[src/rtl/pts_sync_pkg.sv]
package pts_sync_pkg;
  // Verdict encoding seen on dec_o
  typedef enum logic [1:0] {
    VERDICT_SHOW   = 2'b00,
    VERDICT_DROP   = 2'b01,
    VERDICT_REPEAT = 2'b10
  } verdict_e;
endpackage

[src/rtl/stc_timebase.sv]
module stc_timebase #(
  parameter int TS_W = 33
) (
  input  logic            clk,
  input  logic            rst_n,
  input  logic            tick_i,
  input  logic            load_i,
  input  logic [TS_W-1:0] load_val_i,
  output logic [TS_W-1:0] stc_o
);
  logic [TS_W-1:0] stc_q;
  logic [TS_W-1:0] stc_d;
  logic            stc_en;

  // Load wins over tick; increment wraps naturally modulo 2^TS_W
  always_comb begin
    stc_en = load_i | tick_i;
    if (load_i) stc_d = load_val_i;
    else        stc_d = stc_q + TS_W'(1);
  end

  always_ff @(posedge clk or negedge rst_n) begin
    if (!rst_n)      stc_q <= '0;
    else if (stc_en) stc_q <= stc_d;
  end

  assign stc_o = stc_q;
endmodule

[src/rtl/ts_judge.sv]
module ts_judge
  import pts_sync_pkg::*;
#(
  parameter int TS_W  = 33,
  parameter int TOL_W = 16
) (
  input  logic             clk,
  input  logic             rst_n,
  input  logic             pic_valid_i,
  input  logic             has_ts_i,
  input  logic [TS_W-1:0]  ts_i,
  input  logic [TS_W-1:0]  stc_i,
  input  logic [TOL_W-1:0] tol_i,
  output logic             dec_valid_o,
  output logic [1:0]       dec_o
);
  logic [TS_W-1:0] diff;
  logic            behind;
  logic [TS_W-1:0] mag;
  logic [TS_W-1:0] tol_ext;
  logic            near;
  verdict_e        verdict_d;
  verdict_e        verdict_q;
  logic            valid_q;

  // Fit the tolerance to the stamp width
  generate
    if (TOL_W >= TS_W) begin : g_tol_trunc
      assign tol_ext = tol_i[TS_W-1:0];
    end else begin : g_tol_zext
      assign tol_ext = {{(TS_W-TOL_W){1'b0}}, tol_i};
    end
  endgenerate

  // Wrap-aware signed distance from the time base to the stamp
  always_comb begin
    diff   = ts_i - stc_i;
    behind = diff[TS_W-1];
    mag    = behind ? (~diff + TS_W'(1)) : diff;
    near   = (mag <= tol_ext);
    if (!has_ts_i)   verdict_d = VERDICT_SHOW;
    else if (near)   verdict_d = VERDICT_SHOW;
    else if (behind) verdict_d = VERDICT_DROP;
    else             verdict_d = VERDICT_REPEAT;
  end

  always_ff @(posedge clk or negedge rst_n) begin
    if (!rst_n) begin
      verdict_q <= VERDICT_SHOW;
      valid_q   <= 1'b0;
    end else begin
      valid_q <= pic_valid_i;
      if (pic_valid_i) verdict_q <= verdict_d;
    end
  end

  assign dec_valid_o = valid_q;
  assign dec_o       = verdict_q;
endmodule

[src/rtl/ref_watchdog.sv]
module ref_watchdog #(
  parameter int LIMIT = 63000
) (
  input  logic clk,
  input  logic rst_n,
  input  logic tick_i,
  input  logic load_i,
  output logic stale_o
);
  localparam int CNT_W = $clog2(LIMIT + 1);
  localparam logic [CNT_W-1:0] CNT_MAX = CNT_W'(LIMIT);

  logic [CNT_W-1:0] cnt_q;
  logic [CNT_W-1:0] cnt_d;
  logic             cnt_en;

  // Saturating count of ticks since the last reference load
  always_comb begin
    cnt_en = load_i | (tick_i && (cnt_q != CNT_MAX));
    if (load_i) cnt_d = '0;
    else        cnt_d = cnt_q + CNT_W'(1);
  end

  always_ff @(posedge clk or negedge rst_n) begin
    if (!rst_n)      cnt_q <= '0;
    else if (cnt_en) cnt_q <= cnt_d;
  end

  assign stale_o = (cnt_q == CNT_MAX);
endmodule

[src/rtl/pts_sync_ctrl.sv]
module pts_sync_ctrl #(
  parameter int TS_W        = 33,
  parameter int TOL_W       = 16,
  parameter int STALE_TICKS = 63000
) (
  input  logic             clk,
  input  logic             rst_n,
  input  logic             tick_i,
  input  logic             ref_load_i,
  input  logic [TS_W-1:0]  ref_value_i,
  input  logic [TOL_W-1:0] tol_i,
  input  logic             pic_valid_i,
  input  logic             pic_has_ts_i,
  input  logic [TS_W-1:0]  pic_ts_i,
  output logic [TS_W-1:0]  stc_o,
  output logic             dec_valid_o,
  output logic [1:0]       dec_o,
  output logic             ref_stale_o
);
  logic [TS_W-1:0] stc_w;

  stc_timebase #(.TS_W(TS_W)) u_timebase (
    .clk        (clk),
    .rst_n      (rst_n),
    .tick_i     (tick_i),
    .load_i     (ref_load_i),
    .load_val_i (ref_value_i),
    .stc_o      (stc_w)
  );

  ts_judge #(.TS_W(TS_W), .TOL_W(TOL_W)) u_judge (
    .clk         (clk),
    .rst_n       (rst_n),
    .pic_valid_i (pic_valid_i),
    .has_ts_i    (pic_has_ts_i),
    .ts_i        (pic_ts_i),
    .stc_i       (stc_w),
    .tol_i       (tol_i),
    .dec_valid_o (dec_valid_o),
    .dec_o       (dec_o)
  );

  ref_watchdog #(.LIMIT(STALE_TICKS)) u_wdog (
    .clk     (clk),
    .rst_n   (rst_n),
    .tick_i  (tick_i),
    .load_i  (ref_load_i),
    .stale_o (ref_stale_o)
  );

  assign stc_o = stc_w;
endmodule

[config.mk]
export PLATFORM = sky130hd
export DESIGN_NAME = pts_sync_ctrl
export DESIGN_NICKNAME = d
export VERILOG_FILES = /design/src/rtl/pts_sync_pkg.sv /design/src/rtl/stc_timebase.sv /design/src/rtl/ts_judge.sv /design/src/rtl/ref_watchdog.sv /design/src/rtl/pts_sync_ctrl.sv
export SDC_FILE = /design/constraint.sdc
export NUM_CORES = 1
export LEC_CHECK = 0
export ABC_AREA = 1
export BUFFER_PORTS_ARGS = -buffer_cell sky130_fd_sc_hd__buf_2
export CORE_UTILIZATION = 40
export DETAILED_ROUTE_END_ITERATION = 8
export HOLD_SLACK_MARGIN = 0.02
export PLACE_DENSITY = 0.71
export SLEW_MARGIN = 30
export SYNTH_ARGS = -nofsm -noshare
export SYNTH_HDL_FRONTEND = slang
export SYNTH_SLANG_ARGS = --single-unit
[constraint.sdc]
create_clock -name clk -period 4 [get_ports clk]
set_clock_uncertainty 0.1 [all_clocks]
set_input_delay 0.8 -clock clk [delete_from_list [all_inputs] [get_ports clk]]
set_output_delay 0.8 -clock clk [all_outputs]
set_load 0.05 [all_outputs]
Word level (Yosys, flattened, before mapping)
Index checks and enable logic that the tools add are counted.
Word-level totals
  register bits after elaboration: 52
  bits of input ports: 88
  logic and storage cells: 21
Operators by class
  $add $sub $neg: 4
  magnitude comparators: 1
  equality and inequality tests: 2
  mux-type cells: 6
  bitwise logic cells: 3
  reductions and logical operators: 1
Operators by type and width (number)
  33-bit by 1-bit adder with 33-bit output, second input constant: 2
  33-bit 2-to-1 mux: 2
  33-bit by 16-bit less-or-equal comparator with 1-bit output: 1
  33-bit NOT: 1
  33-bit subtractor: 1
  16-bit by 1-bit adder with 16-bit output, second input constant: 1
  16-bit == test, second input constant: 1
  16-bit 2-to-1 mux: 1
  16-bit inequality test, second input constant: 1
  2-bit 2-to-1 mux: 3
  1-bit bitwise OR: 2
  1-bit logical AND: 1

Longest topological paths before layout
Gate-level depths: netlist (run 1).
  depth after elaboration: 7
  gate-level depth with buffers: 39
  gate-level depth less buffers: 37

Cells and area by module
A second synthesis (run 1) with hierarchy kept.
Second synthesis, totals
  cell total of the unflattened synthesis: 1365
  area, all modules: 7629.8 µm²
Modules (own cells, without submodules)
  ts_judge: times used 1, cells an instance 872, area an instance 4281.6 µm²
  stc_timebase: times used 1, cells an instance 339, area an instance 2270.9 µm²
  ref_watchdog: times used 1, cells an instance 154, area an instance 1077.3 µm²

Least setup slack after synthesis (run 1)
OpenSTA, ideal clock, no wires.
  kind: input to register
  start: in pic_ts_i[0]
  end: reg u_judge.verdict_q[1] (netlist: u_judge.dec_o[1])
  data arrival time: 4.332 ns
  setup slack: -0.550 ns
  stages on the path: 36
  buffers on the path: 3
  path through: inv_1 ha_1 fa_1 inv_1 nand2_1 nand2_1 nand3_1 nand2_1 nand2_1 nand2_1 nand3_1 nand2_1 nand2_1 nand2_4 buf_6 buf_2 buf_2 nand2_1 xnor2_1 inv_1 ha_1 a21o_1 nor2_1 o21ai_0 nand2_1 inv_1 nor2_1 o21ai_0 nand2_1 nand2_1 nor2_1 nand3_1 o21ai_1 nand2_1 nand2_1 nand2_1
On the way
  longest elaborated chain between the ends: 7
Ends and longest elaborated chain
  start: declaration: line pts_sync_ctrl.sv:14  | input logic [TS_W-1:0] pic_ts_i,
  33-bit subtractor (*): line ts_judge.sv:37  | diff = ts_i - stc_i;
  33-bit NOT: line ts_judge.sv:39  | mag = behind ? (~diff + TS_W'(1)) : diff;
  33-bit by 1-bit adder with 33-bit output: line ts_judge.sv:39
  33-bit 2-to-1 mux: line ts_judge.sv:39
  33-bit by 16-bit less-or-equal comparator with 1-bit output: line ts_judge.sv:40  | near = (mag <= tol_ext);
  2-bit 2-to-1 mux (*): line ts_judge.sv:42  | else if (near) verdict_d = VERDICT_SHOW;
  2-bit 2-to-1 mux (*): line ts_judge.sv:41  | if (!has_ts_i) verdict_d = VERDICT_SHOW;
  end signal: assignment: line ts_judge.sv:53  | if (pic_valid_i) verdict_q <= verdict_d;
  end: declaration: line ts_judge.sv:23  | verdict_e verdict_q;
Mark *: on every way between the ends. The rest lies on a longest branch, timed or not.
A chain may end at the register's enable or synchronous reset.

Worst setup path after layout (run 1)
  start: in pic_ts_i[11]
  end: reg u_judge.verdict_q[0] (netlist: u_judge.dec_o[0])
The elaborated chain is that of the path after synthesis.

==> flow_summary_export.csv, run 1 <==
group,metric,value,unit
synthesis,synth_cells,1256,
hold_path,hold_class,"primary input to async pin",
final_layout,n_antenna_cell,0,
route,ant_nets,0,
floorplanning,initial_core_util,0.407,
place,dp_hpwl,18500,um
final_layout,drive_above_1_share,0.290,
synthesis,synth-seq-area-share,0.178,
sta,finalCritPeriodShare,1.03,
pwr,peakVddDrop,0.364,mV
clock_tree,clkSinkCount,52,
place,routabilityCongestion,0.909,
floorplanning,die_area,18800,sq um
final_layout,fillCellCount,1786,
clock_tree,clock_path_buffers,2,
route,dr_wl_met3,1100,um
outcome,outcome,"complete, but fails checks",
worst_setup_path,required,4.11,ns
sta,rsz0062_at_grt,"true",
synthesis,synth.area.top_cells,"nand2_1 (22%), dfrtp_1 (18%), inv_1 (11%)",
synthesis,synth_nets,1397,
sta,timing.final.ws_setup,-0.104,ns
worst_setup_path,cp_slowest_cell,"ha_1",
sta,setup_tns,-0.196,ns
synthesis,synth_enable_flop_cells,0,
pwr,powerDensity,337,nW/um^2
worst_setup_path,critPathMaxStageDelay,0.32,ns
sta,max_freq,244,MHz
global_route,grt.total_usage,0.245,
synthesis,yosys.area.top_type,"nand2_1",
floorplanning,dieWidth,137,um
final_layout,synthToLayoutAreaGrowth,37.0,%
synthesis,yosys.area.top_type_share,0.215,
global_route,overflow,0,
synthesis,ys_warn_count,0,
worst_setup_path,worstPathMaxFanout,4,
flow_run,maxCapViolCount,0,
global_route,grt_pass1_wl,36900,um
sta,slew_violations,0,
global_route,grt_pass1_vias,8397,
sta,finalSetupViolations,2,
place,io_buffers,124,
clock_tree,holdBufCountCts,0,
worst_setup_path,end_kind,"register",
worst_setup_path,worstSetupStartpointType,"primary input",
synthesis,syn_avg_cell_area,5.80,sq um
final_layout,seq_area,1300,sq um
clock_tree,clk_pin_slew,0.08,ns
floorplanning,die_h,137,um
worst_setup_path,criticalPathCategory,"primary input to register",
synthesis,synth_seq_cells,52,
final_layout,nNetsFinal,1713,
global_route,antenna_found_initial,0,
final_layout,fin_cells,1802,
clock_tree,numCtsBuffers,5,
sta,slew_headroom,0.434,
synthesis,netlist_area,7290,sq um
route,route.top_layer_used,"met4",
pwr,leakagePower,5.56,nW
route,dr.pass1.iters,5,
floorplanning,ios,125,
synthesis,async_reset_ff_frac,1.00,
sta,period_minus_slack,4.10,ns
synthesis,ys.flop_type,"dfrtp_1",
route,drt-initial-drc-count,458,
sta,hold_viol,0,
clock_tree,cts.htree.levels,2,
worst_setup_path,critPathArrivalTime,4.22,ns
route,wirelength,22100,um
sta,worst_pin_slew,0.844,ns
route,drc,0,
route,vias_per_cell,4.86,
final_layout,multiInputGateArea,5240,sq um
outcome,violations,"negative setup slack",
pwr,total_power,3.36,mW
route,vias,8752,
clock_tree,clock_latency,0.31,ns
route,wl_met1,10400,um
synthesis,netlist-cell-type-count,40,
route,routedWlPerCell,12.3,um
floorplanning,coreArea,17900,sq um
clock_tree,cts_tree,"yes",
route,wl_met2,10100,um
global_route,grt_max_degree,47,
floorplanning,rows,49,
place,dp_cells,1776,
clock_tree,cts_root_buffer,"clkbuf_16",
[layout make-up]
cell class | instances | area share
clock inverter | 3 | 0.00288
timing repair buffer | 323 | 0.213
clock buffer | 5 | 0.0125
multi-input combinational | 959 | 0.525
sequential | 52 | 0.130
tap | 229 | 0.0287
inverter | 231 | 0.0881
[power breakdown]
| part | total [mW] | leakage, nW | internal (mW) | switching [mW] |
|---|---|---|---|---|
| logic | 2.29 | 4.83 | 0.960 | 1.33 |
| clock network | 0.470 | 0.0767 | 0.242 | 0.229 |
| registers | 0.604 | 0.654 | 0.567 | 0.0365 |
[cell families after synthesis]
logic type | synth area share
xor+xnor | 0.0565
fa+ha+maj | 0.0920
simple gates | 0.452
compound gates | 0.0930
flops | 0.178
buf+inv | 0.128
[synthesized netlist by cell type (4+ instances only)]
master / n
nand3_1: 90
clkbuf_1: 10
nor4_1: 6
nor3_1: 27
nand2_1: 418
nand3b_1: 8
nand2_2: 23
nor2_4: 5
xor2_1: 44
nand3_2: 10
nor2_1: 105
o221ai_1: 4
a21oi_1: 48
ha_1: 52
inv_2: 16
nand4_1: 27
o21ai_0: 26
dfrtp_1: 52
o211ai_1: 22
nor2_2: 19
inv_1: 212
[worst max-delay path, delay by kind of cell]
kind / cells / cell delay, ns
and+or+nand+nor: 18 / 1.51
buffers and inverters: 13 / 1.40
adders and majority gates: 1 / 0.32
AOI/OAI and AO/OA: 1 / 0.19
[timing repair]
action	4_1_cts	5_1_grt
setup endpoints to repair	2	2
resized for setup	18	25
setup buffers	14	4
pin swaps	16	24
[sequential cells by signal, summed over array words and instances (netlist names)]
name and flops:
u_timebase.stc_o 33, u_wdog.cnt_q 16, u_judge.dec_o 2, u_judge.dec_valid_o 1
[routing by layer]
| metal | track usage | vias up |
|---|---|---|
| li1 | - | 4599 |
| met1 | 0.322 | 3868 |
| met2 | 0.413 | 248 |
| met3 | 0.0278 | 37 |
| met4 | 0.0824 | 0 |
| met5 | 0 | - |
[per-stage QoR]
stage	setup WS [ns]	hold WS (ns)	util	instance area, sq um
floorplan	-0.234	0.333	-	7350
global placement	-0.416	0.358	0.533	9540
detailed placement	-0.536	0.379	0.533	9540
CTS	-0.0295	0.217	0.551	9860
global route	-0.401	0.224	0.558	9990
finish	-0.104	0.221	0.558	9990
[cells in the final DEF (no fill, tap or decap), types with 2 or more instances in the layout]
master and count:
nand2_1 404, inv_1 207, buf_4 199, buf_2 123
nor2_1 96, nand3_1 86, dfrtp_1 52, ha_1 48
xor2_1 44, a21oi_1 43, nand2_2 37, nor2_2 27
nand4_1 27, nor3_1 26, o211ai_1 22, inv_2 20
o21ai_0 19, nand3_2 14, nand3b_1 8, o21ai_1 8
nor2_4 6, nor4_1 6, a21oi_2 5, clkbuf_16 5
o221ai_1 4, ha_4 4, clkinv_1 3, a211oi_1 3
nor3_2 3, o21bai_1 2, a21oi_4 2, xnor2_1 2
a21o_1 2, a31oi_1 2, inv_6 2
[final timing paths]
| path | endpoint | start | depth (start not counted) | slack [ns] |
|---|---|---|---|---|
| worst max-delay path | u_judge.dec_o[0] | pic_ts_i[11] | 33 | -0.10 |
| worst min-delay path | u_timebase.stc_o[25] | rst_n | 1 | 0.22 |
| worst max register to register | u_judge.dec_o[0] | u_timebase.stc_o[15] | 33 | 0.02 |
| worst min register to register | u_judge.dec_o[1] | u_judge.dec_o[1] | 2 | 0.39 |
| max in group asynchronous | u_wdog.cnt_q[10] | rst_n | 2 | 2.73 |
| min in group clk | u_judge.dec_o[1] | u_judge.dec_o[1] | 2 | 0.39 |
Note: power is estimated with default switching activity, not from simulation.
==> run 2, diff against run 1 <==
--- a/config.mk
+++ b/config.mk
@@ -7,10 +7,10 @@
 export LEC_CHECK = 0
 export ABC_AREA = 1
 export BUFFER_PORTS_ARGS = -buffer_cell sky130_fd_sc_hd__buf_2
-export CORE_UTILIZATION = 40
+export CORE_UTILIZATION = 53
 export DETAILED_ROUTE_END_ITERATION = 8
 export HOLD_SLACK_MARGIN = 0.02
-export PLACE_DENSITY = 0.71
+export PLACE_DENSITY = 0.88
 export SLEW_MARGIN = 30
 export SYNTH_ARGS = -nofsm -noshare
 export SYNTH_HDL_FRONTEND = slang
==> flow_summary_export.csv, run 2 (synthesis results as in run 1) <==
group,metric,value,unit
final_layout,drive_above_1_share,0.271,
pwr,pwr-share-seq,0.183,
flow_run,maxCapViolCount,0,
worst_setup_path,rr_startpoint,"u_timebase.stc_o[10]",
sta,timing.final.ws_setup,-0.162,ns
pwr,powerDensity,345,nW/um^2
floorplanning,die_h,119,um
sta,rsz0062_at_grt,"true",
route,vias,9071,
sta,period_minus_slack,4.16,ns
clock_tree,cts_root_buffer,"clkbuf_16",
route,wirelength,22900,um
outcome,outcome,"complete, but fails checks",
final_layout,synthToLayoutAreaGrowth,32.8,%
sta,worst_pin_slew,0.830,ns
floorplanning,die_area,14200,sq um
worst_setup_path,cp_slowest_cell,"ha_1",
global_route,antenna_found_initial,0,
outcome,violations,"negative setup slack",
final_layout,fillCellCount,1069,
place,io_buffers,124,
final_layout,final_cell_mix,"nand2_1 (406), inv_1 (209), buf_4 (174)",
clock_tree,clock_path_buffers,2,
route,drt-initial-drc-count,598,
final_layout,largest_reg_flops,33,
pwr,swShare,0.484,
clock_tree,clock_latency,0.31,ns
global_route,grt_max_degree,37,
final_layout,nNetsFinal,1688,
worst_setup_path,critPathArrivalTime,4.27,ns
sta,max_freq,240,MHz
global_route,overflow,0,
sta,hold_viol,0,
route,drc,0,
worst_setup_path,worstSetupStartpointType,"primary input",
sta,finalSetupViolations,2,
clock_tree,holdBufCountCts,0,
clock_tree,numCtsBuffers,5,
final_layout,final_common_cell,"nand2_1",
route,dr.pass1.iters,5,
final_layout,postLayoutCoreUtil,0.725,
sta,slew_violations,0,
hold_path,hold_end,"u_wdog.cnt_q[15]",
worst_setup_path,end_kind,"register",
pwr,leakagePower,5.44,nW
worst_setup_path,worstPathMaxFanout,4,
pwr,combPwrFrac,0.675,
clock_tree,clkSinkCount,52,
worst_setup_path,reg2reg_slack,-0.05,ns
hold_path,hold_start,"u_wdog.cnt_q[15]",
pwr,switchingPower,1.62,mW
sta,finalCritPeriodShare,1.04,
route,vias_per_cell,5.26,
hold_path,hold_class,"register to register",
pwr,p_int,1.72,mW
worst_setup_path,ff2ff_path_depth,32,
sta,slew_headroom,0.447,
worst_setup_path,criticalPathCategory,"primary input to register",
global_route,grt_pass1_wl,38500,um
pwr,pwr-share-clk,0.141,
clock_tree,cts.htree.levels,2,
route,routedWlPerCell,13.3,um
pwr,peakVddDrop,0.206,mV
hold_path,hold_depth,1,
worst_setup_path,timing.rr.end,"u_judge.dec_o[0]",
floorplanning,initial_core_util,0.546,
pwr,total_power,3.34,mW
global_route,grt_pass1_vias,8770,
place,dp_hpwl,18200,um
worst_setup_path,cpMostUsedCell,"nand2_1",
worst_setup_path,required,4.10,ns
worst_setup_path,critPathMaxStageDelay,0.33,ns
place,routabilityCongestion,0.927,
route,ant_nets,0,
floorplanning,ios,125,
sta,setup_tns,-0.318,ns
clock_tree,cts_tree,"yes",
sta,whs,0.382,ns
floorplanning,dieWidth,119,um
floorplanning,rows,42,
clock_tree,clk_pin_slew,0.08,ns
global_route,grt.total_usage,0.329,
floorplanning,coreArea,13300,sq um
[run 2: worst max path at each step]
stage,startpoint,endpoint,slack [ns],cells after the start
3_3_place_gp,pic_ts_i[0],u_judge.dec_o[1],-0.40,37
3_5_place_dp,pic_ts_i[0],u_judge.dec_o[0],-0.57,37
6_report,pic_ts_i[11],u_judge.dec_o[0],-0.16,32
5_1_grt,pic_ts_i[0],u_judge.dec_o[0],-0.41,37
4_1_cts,pic_ts_i[0],u_judge.dec_o[0],-0.01,37
2_1_floorplan,pic_ts_i[0],u_judge.dec_o[0],-0.23,36
[run 2: worst max-delay path: cells and delay by family]
family                   cells  cell delay, ns
buffers and inverters       11            1.29
AND/OR/NAND/NOR             19            1.60
adder cells (fa/ha/maj)      1            0.33
AO/OA/AOI/OAI                1            0.23
[run 2: timing repair]
item                       in CTS  in global routing
resized for setup              24                  6
setup buffers                  18                  1
pin swaps                      11                  6
setup endpoints to repair       2                  2
[run 2: layout make-up]
cell class              count  area [sq um]  share of cell area
diodes                      1          2.50            0.000258
clock buffers               5           125              0.0129
clock inverters             3          33.8             0.00349
inverters                 231           880              0.0909
multi-input cells         959          5180               0.535
flip-flops and latches     52          1300               0.134
well taps                 176           220              0.0227
repair buffers            298          1940               0.200
[run 2: routing by layer]
layer,routed length (um),track usage
met1,9740,0.405
met2,10800,0.578
met3,1470,0.0393
met4,869,0.135
met5,0,0
[run 2: stage by stage]
stage | cells | setup WS [ns] | area (sq um)
finish | 1725 | -0.162 | 9680
global route | 1724 | -0.414 | 9680
CTS | 1723 | -0.0147 | 9650
detailed placement | 1697 | -0.573 | 9280
global placement | 1697 | -0.398 | 9280
floorplan | 1256 | -0.234 | 7350
[run 2: power groups by stage]
stage          sequential, mW  combinational, mW  clock, mW
2_1_floorplan           0.753               1.22          0
3_3_place_gp            0.618               2.02          0
3_5_place_dp            0.620               2.09          0
4_1_cts                 0.610               2.18      0.475
5_1_grt                 0.618               2.49      0.500
6_report                0.611               2.25      0.472
